### src/rtl/tqs_pkg.sv
`timescale 1ns/1ps
// Shared types for the conversion queue sequencer.
// Assumes: nothing beyond IEEE 1800-2017.
package tqs_pkg;

    // Sequencer states
    typedef enum logic [1:0] {
        ST_IDLE   = 2'd0,
        ST_ISSUE  = 2'd1,
        ST_WAIT   = 2'd2,
        ST_PAUSED = 2'd3
    } seq_state_t;

    // Positions of the sticky flags in the set and clear vectors
    localparam int FLG_CMP = 0;
    localparam int FLG_PSE = 1;
    localparam int FLG_OVR = 2;
    localparam int FLG_N   = 3;

endpackage

### src/rtl/tqs_trig_sync.sv
`timescale 1ns/1ps
// Trigger conditioner: it brings the pin into the clock domain and reports a
// single-cycle qualifying edge of the selected direction.
// Assumes: trig_pol is quasi-static. Edges are suppressed until the
// synchronizer holds valid samples after reset.
module tqs_trig_sync #(
    parameter int STAGES = 2
) (
    input  logic clk,
    input  logic rst_n,
    input  logic trig_pol,
    input  logic trig_in,
    output logic trig_edge
);
    logic [STAGES-1:0] chain;
    logic              prev;
    logic [STAGES:0]   primed;

    // First synchronizer stage samples the pin
    always_ff @(posedge clk) begin
        if (!rst_n) chain[0] <= 1'b0;
        else        chain[0] <= trig_in;
    end

    // Remaining synchronizer stages
    for (genvar g = 1; g < STAGES; g++) begin : g_stage
        always_ff @(posedge clk) begin
            if (!rst_n) chain[g] <= 1'b0;
            else        chain[g] <= chain[g-1];
        end
    end

    // Previous synchronized level and the valid-sample shifter
    always_ff @(posedge clk) begin
        if (!rst_n) begin
            prev   <= 1'b0;
            primed <= '0;
        end else begin
            prev   <= chain[STAGES-1];
            primed <= {primed[STAGES-1:0], 1'b1};
        end
    end

    logic rise, fall;
    // Edge decode on the synchronized level
    always_comb begin
        rise      = chain[STAGES-1] & ~prev;
        fall      = ~chain[STAGES-1] & prev;
        trig_edge = primed[STAGES] & (trig_pol ? rise : fall);
    end

endmodule

### src/rtl/tqs_flags.sv
`timescale 1ns/1ps
// Sticky status flags with write-one-to-clear. A set request wins over a
// clear in the same cycle.
// Assumes: set pulses come from the sequencer, clear bits from the user.
module tqs_flags #(
    parameter int N = 3
) (
    input  logic         clk,
    input  logic         rst_n,
    input  logic [N-1:0] set,
    input  logic [N-1:0] clr,
    output logic [N-1:0] flag_q
);
    for (genvar i = 0; i < N; i++) begin : g_flag
        // Hold, set or clear one flag
        always_ff @(posedge clk) begin
            if (!rst_n) flag_q[i] <= 1'b0;
            else        flag_q[i] <= set[i] | (flag_q[i] & ~clr[i]);
        end

        AST_FLAG_STICKY: assert property (@(posedge clk) disable iff (!rst_n)
            (flag_q[i] && !clr[i]) |=> flag_q[i]);
        AST_SET_WINS: assert property (@(posedge clk) disable iff (!rst_n)
            set[i] |=> flag_q[i]);
    end

endmodule

### src/rtl/tqs_ccw_ctrl.sv
`timescale 1ns/1ps
// Queue walker: it issues one conversion per command word, waits for done,
// and handles the end-of-queue, pause, overrun and disable cases.
// Assumes: the command table reads asynchronously at ptr. One conv_done
// per conv_start, never in the cycle of the request.
module tqs_ccw_ctrl
    import tqs_pkg::*;
#(
    parameter int CH_W   = 4,
    parameter int DEPTH  = 8,
    parameter int ADDR_W = $clog2(DEPTH)
) (
    input  logic              clk,
    input  logic              rst_n,
    input  logic              enable,
    input  logic              trig_edge,
    input  logic [CH_W-1:0]   ccw_chan,
    input  logic              ccw_pause,
    input  logic              conv_done,
    output logic [ADDR_W-1:0] ptr,
    output logic              conv_start,
    output logic [CH_W-1:0]   conv_chan,
    output logic              busy,
    output logic [FLG_N-1:0]  flag_set
);
    localparam logic [CH_W-1:0]   EOQ_CODE = {CH_W{1'b1}};
    localparam logic [ADDR_W-1:0] LAST_IDX = ADDR_W'(DEPTH - 1);

    seq_state_t        state;
    logic              pause_q;
    logic              start_q;
    logic [CH_W-1:0]   chan_q;
    logic              is_eoq;
    logic              at_last;

    // Decode of the current word and position
    always_comb begin
        is_eoq  = (ccw_chan == EOQ_CODE);
        at_last = (ptr == LAST_IDX);
        busy    = (state == ST_ISSUE) || (state == ST_WAIT);
    end

    // Flag set requests for this cycle
    always_comb begin
        flag_set          = '0;
        flag_set[FLG_OVR] = enable && trig_edge && busy;
        if (enable) begin
            if (state == ST_ISSUE && is_eoq)
                flag_set[FLG_CMP] = 1'b1;
            if (state == ST_WAIT && conv_done) begin
                if (at_last)      flag_set[FLG_CMP] = 1'b1;
                else if (pause_q) flag_set[FLG_PSE] = 1'b1;
            end
        end
    end

    // Sequencer state, pointer and the conversion request
    always_ff @(posedge clk) begin
        if (!rst_n) begin
            state   <= ST_IDLE;
            ptr     <= '0;
            pause_q <= 1'b0;
            start_q <= 1'b0;
            chan_q  <= '0;
        end else if (!enable) begin
            state   <= ST_IDLE;
            ptr     <= '0;
            pause_q <= 1'b0;
            start_q <= 1'b0;
        end else begin
            start_q <= 1'b0;
            case (state)
                ST_IDLE: begin
                    if (trig_edge) state <= ST_ISSUE;
                end
                ST_ISSUE: begin
                    if (is_eoq) begin
                        ptr   <= '0;
                        state <= ST_IDLE;
                    end else begin
                        start_q <= 1'b1;
                        chan_q  <= ccw_chan;
                        pause_q <= ccw_pause;
                        state   <= ST_WAIT;
                    end
                end
                ST_WAIT: begin
                    if (conv_done) begin
                        if (at_last) begin
                            ptr   <= '0;
                            state <= ST_IDLE;
                        end else begin
                            ptr   <= ptr + 1'b1;
                            state <= pause_q ? ST_PAUSED : ST_ISSUE;
                        end
                    end
                end
                ST_PAUSED: begin
                    if (trig_edge) state <= ST_ISSUE;
                end
                default: state <= ST_IDLE;
            endcase
        end
    end

    assign conv_start = start_q;
    assign conv_chan  = chan_q;

    AST_START_PULSE: assert property (@(posedge clk) disable iff (!rst_n)
        conv_start |=> !conv_start);
    AST_DISABLE_IDLE: assert property (@(posedge clk) disable iff (!rst_n)
        !enable |=> (ptr == '0 && !busy && !conv_start));
    AST_EOQ_NO_START: assert property (@(posedge clk) disable iff (!rst_n)
        (enable && state == ST_ISSUE && is_eoq) |=> !conv_start);
    AST_PAUSE_HOLDS: assert property (@(posedge clk) disable iff (!rst_n)
        (enable && state == ST_PAUSED && !trig_edge) |=> $stable(ptr));
    AST_OVR_NO_EFFECT: assert property (@(posedge clk) disable iff (!rst_n)
        (enable && state == ST_WAIT && trig_edge && !conv_done) |=> (state == ST_WAIT));

endmodule

### src/rtl/trig_queue_seq.sv
`timescale 1ns/1ps
// Top of the edge-triggered conversion queue sequencer. It joins the
// trigger conditioner, the queue walker and the sticky flags.
// Assumes: the command table is an asynchronous read port addressed by
// ccw_addr, and the converter answers each start with one done strobe.
module trig_queue_seq
    import tqs_pkg::*;
#(
    parameter int CH_W        = 4,
    parameter int DEPTH       = 8,
    parameter int SYNC_STAGES = 2,
    parameter int ADDR_W      = $clog2(DEPTH)
) (
    input  logic              clk,
    input  logic              rst_n,
    input  logic              enable,
    input  logic              trig_pol,
    input  logic              trig_in,
    output logic [ADDR_W-1:0] ccw_addr,
    input  logic [CH_W-1:0]   ccw_chan,
    input  logic              ccw_pause,
    output logic              conv_start,
    output logic [CH_W-1:0]   conv_chan,
    input  logic              conv_done,
    input  logic [FLG_N-1:0]  flag_clr,
    output logic              cmp_flag,
    output logic              pause_flag,
    output logic              ovr_flag,
    output logic [ADDR_W-1:0] ccw_ptr,
    output logic              busy
);
    logic              trig_edge;
    logic [ADDR_W-1:0] ptr;
    logic [FLG_N-1:0]  flag_set;
    logic [FLG_N-1:0]  flag_q;

    tqs_trig_sync #(.STAGES(SYNC_STAGES)) u_sync (
        .clk       (clk),
        .rst_n     (rst_n),
        .trig_pol  (trig_pol),
        .trig_in   (trig_in),
        .trig_edge (trig_edge)
    );

    tqs_ccw_ctrl #(.CH_W(CH_W), .DEPTH(DEPTH), .ADDR_W(ADDR_W)) u_ctrl (
        .clk        (clk),
        .rst_n      (rst_n),
        .enable     (enable),
        .trig_edge  (trig_edge),
        .ccw_chan   (ccw_chan),
        .ccw_pause  (ccw_pause),
        .conv_done  (conv_done),
        .ptr        (ptr),
        .conv_start (conv_start),
        .conv_chan  (conv_chan),
        .busy       (busy),
        .flag_set   (flag_set)
    );

    tqs_flags #(.N(FLG_N)) u_flags (
        .clk    (clk),
        .rst_n  (rst_n),
        .set    (flag_set),
        .clr    (flag_clr),
        .flag_q (flag_q)
    );

    assign ccw_addr   = ptr;
    assign ccw_ptr    = ptr;
    assign cmp_flag   = flag_q[FLG_CMP];
    assign pause_flag = flag_q[FLG_PSE];
    assign ovr_flag   = flag_q[FLG_OVR];

endmodule

### config.mk
export PLATFORM = sky130hd
export DESIGN_NAME = trig_queue_seq
export DESIGN_NICKNAME = d
export VERILOG_FILES = /design/src/rtl/tqs_pkg.sv /design/src/rtl/tqs_trig_sync.sv /design/src/rtl/tqs_flags.sv /design/src/rtl/tqs_ccw_ctrl.sv /design/src/rtl/trig_queue_seq.sv
export SDC_FILE = /design/constraint.sdc
export NUM_CORES = 1
export LEC_CHECK = 0
export ABC_CLOCK_PERIOD_IN_PS = 1650
export BUFFER_PORTS_ARGS = -buffer_cell sky130_fd_sc_hd__buf_2
export CELL_PAD_IN_SITES_DETAIL_PLACEMENT = 0
export CELL_PAD_IN_SITES_GLOBAL_PLACEMENT = 1
export CORE_MARGIN = 2
export CORE_UTILIZATION = 32
export CTS_CLUSTER_SIZE = 8
export DETAILED_ROUTE_END_ITERATION = 7
export PLACE_DENSITY_LB_ADDON = 0.1
export REMOVE_ABC_BUFFERS = 1
export SETUP_SLACK_MARGIN = 0.02
export SLEW_MARGIN = 20
export SYNTH_ARGS = -nofsm -noshare
export SYNTH_HDL_FRONTEND = slang
export SYNTH_SLANG_ARGS = --single-unit
### constraint.sdc
create_clock -name clk -period 1.65 [get_ports clk]
set_clock_uncertainty 0.15 [all_clocks]
set_input_delay 0.0825 -clock clk [delete_from_list [all_inputs] [get_ports clk]]
set_output_delay 0.0825 -clock clk [all_outputs]
set_load 0.01 [all_outputs]
==> impl_metrics.ini <==
[final_layout]
nNetsFinal = 155
multiInputGateArea_um2 = 464
final_common_cell = buf_2
drive_gt1_share_pct = 37.3
finalInstanceArea_um2 = 1240
mostFrequentLayoutCells = buf_2, dfxtp_1, dlygate4sd3_1
fillers = 257
num_antenna_cells = 0
regArea_um2 = 404
syn_to_final_growth_pct = 43.4

[pwr]
seqPwrFrac_pct = 61.8
p_sw_share_pct = 22.1
switching_power_w = 0.000176
power_density_nw_per_um2 = 641
p_int_w = 0.000622
power_frac_clock_pct = 27.7
total_power_w = 0.000798
power_frac_comb_pct = 10.4
leakage_nw = 0.568
ir_drop_mv = 0.530

[routing]
highest_layer = met4
drt-met1-wl_um = 885
totalWireLength_mm = 1.86
viasPerCell = 4.57
dr_wl_met3_um = 77
route.met2.wl_um = 887
drt_iter0_drc = 17
num_vias = 750
ant_nets = 0
drt-pass1-iter-count = 4
drc_errors = 0
wl_per_cell_um = 11.4

[global_routing]
grt_antenna_before_repair = 0
grt_overflow = 0
grt_pass1_wl_mm = 3.21
grt.total_usage_pct = 12.9
grt_pass1_vias = 711
grt_start_max_net_pins = 11

[worst_setup_path]
reg2reg_depth = 5
arrival_ns = 1.63
cp.required_ns = 1.73
r2r_end = u_flags.flag_q[1]
endpoint_kind = register
rr_startpoint = u_ctrl.ptr[1]
r2r_setup_slack_ns = 0.11
critPathMaxFanout = 4
crit_type = reg -> reg
cp-start-kind = register

[hold_path]
hold_path_depth = 5
hp-class = in -> reg
hold_path.startpoint = trig_pol
whs_endpoint = u_ctrl.state[1]

[logic_synthesis]
ys_ff_latch = 20
syn_inst = 90
synth.yosys.warnings = 0
yosysSeqAreaShare_pct = 46.1
syn_area_per_cell_um2 = 9.65
synth-compound-area-share_pct = 9.22
synth-adder-area-share_pct = 7.20
synth.distinct_cells = 24
yosys.area_share.simple_pct = 24.9
synth-xor-area-share_pct = 0
synth_top_family_by_area = simple AND/OR/NAND/NOR gates
synth.area.mux_share_pct = 6.92
synth_area_um2 = 868

[sta]
slew_headroom_pct = 81.3
rsz0062_at_grt = false
fin_setup_tns_ns = 0
finalMaxSlewViolations = 0
hold_viol_final = 0
setup-violations-final = 0
finalCriticalPeriod_ns = 1.54
worstMarginPinSlew_ns = 0.281
fmax_mhz = 649
fin_ws_ns = 0.109
timing.final.crit_share_pct = 93.4

[clock_tree]
cts_root_buf = clkbuf_4
cts_buffers = 3
cts_sinks = 20
cts_setup_buffers = 0
clock_latency_ns = 0.29
cts_tree = built
clk_pin_slew_ns = 0.10
htreeDepth = 1
cts_buffer_depth = 2

[place]
post-dp-hpwl_mm = 1.34
placed_area_um2 = 1050
gp_congestion = 0.859
preCtsSetupSlack_ns = 0.0438
io_buffers = 28

[job]
cap_violations = 0

[die]
chipWidth_um = 56.1
die_h_um = 56.1
placementRows = 18
io_pins = 29
dieArea_um2 = 3150
initial_core_util_pct = 34.4
core-area_um2 = 2520

[outcome]
status = finished clean
## cell families after synthesis
family,count (synthesis)
adders and majority gates,5
DFF,20
buffers and inverters,10
and+or+nand+nor,38
muxes,6
AOI/OAI and AO/OA,11
## flip-flops by register name (all words and copies together) (netlist names)
signal,count
u_ctrl.state,2
u_ctrl.ptr,3
u_ctrl.conv_chan,4
u_sync.prev,1
u_sync.primed,3
u_sync.chain,2
u_flags.flag_q,3
u_ctrl.conv_start,1
u_ctrl.pause_q,1
## synthesized netlist by cell type
| cell | n | area share [%] |
|---|---|---|
| a211oi_4 | 1 | 2.3 |
| a21oi_1 | 6 | 3.5 |
| a31oi_1 | 1 | 0.72 |
| a32oi_1 | 1 | 1.0 |
| and2_1 | 5 | 3.6 |
| and2b_1 | 1 | 0.86 |
| buf_4 | 3 | 2.6 |
| dfxtp_1 | 20 | 46 |
| ha_1 | 5 | 7.2 |
| inv_1 | 7 | 3.0 |
| mux2i_1 | 6 | 6.9 |
| nand2_1 | 6 | 2.6 |
| nand2b_1 | 4 | 2.9 |
| nand3_1 | 4 | 2.3 |
| nand3_2 | 1 | 1.2 |
| nand4_4 | 1 | 2.4 |
| nand4b_1 | 1 | 1.0 |
| nand4bb_1 | 1 | 1.3 |
| nor2_1 | 11 | 4.8 |
| nor2b_1 | 1 | 0.72 |
| nor3_1 | 1 | 0.58 |
| o21ai_0 | 1 | 0.58 |
| o311a_1 | 1 | 1.2 |
| or3_1 | 1 | 0.72 |
## worst max-delay path by stage
stage,endpoint,from,slack [ns],cells past startpoint
floorplan,u_flags.flag_q[1],u_ctrl.ptr[0],0.03,5
global placement,u_flags.flag_q[1],u_ctrl.ptr[1],0.05,5
detailed placement,u_flags.flag_q[1],u_ctrl.ptr[1],0.04,5
CTS,u_ctrl.state[0],u_ctrl.state[0],0.03,6
global route,u_ctrl.ptr[0],u_ctrl.state[0],0.02,6
finish,u_flags.flag_q[1],u_ctrl.ptr[1],0.11,5
## per-stage QoR
stage | utilization [%] | hold slack [ns] | std cells
after floorplan | - | -0.0398 | 87
after global placement | 41.8 | 0.127 | 149
after detailed placement | 41.8 | 0.126 | 149
after CTS | 47.8 | 0.124 | 164
after global routing | 49.4 | 0.211 | 164
final | 49.4 | 0.207 | 164
## critical path: stages, from the launching register on
cell and delay (ns):
dfxtp_2 0.35, ha_2 0.17, ha_2 0.17, nand2b_4 0.15, or3_4 0.37, a21oi_2 0.13
## timing repair
| item | 4_1_cts | 5_1_grt |
|---|---|---|
| hold endpoints to repair | 14 | 0 |
| endpoints found under the setup margin | 1 | 6 |
| pin swaps | 0 | 1 |
| hold buffers | 12 | 0 |
| resized for setup | 2 | 11 |
## area by class of cell
| cell class | instances | area share, % |
|---|---|---|
| multi-input combinational | 60 | 37.3 |
| timing repair buffer | 44 | 23.3 |
| inverter | 7 | 2.11 |
| tap | 30 | 3.02 |
| clock buffer | 3 | 1.81 |
| sequential | 20 | 32.5 |
## layer usage
metal,GRT usage [%],up-vias
met5,0,-
met2,20.7,18
met1,16.8,339
met4,6.12,0
met3,2.09,2
li1,-,391
## power groups by stage
stage / logic [W] / registers, W / clock network (W)
floorplan: 0.0000259 / 0.000504 / 0
global placement: 0.0000581 / 0.000504 / 0
detailed placement: 0.0000582 / 0.000504 / 0
CTS: 0.0000803 / 0.000493 / 0.000240
global route: 0.0000917 / 0.000495 / 0.000255
finish: 0.0000832 / 0.000493 / 0.000221
No activity file was read; power rests on OpenSTA's default activity.
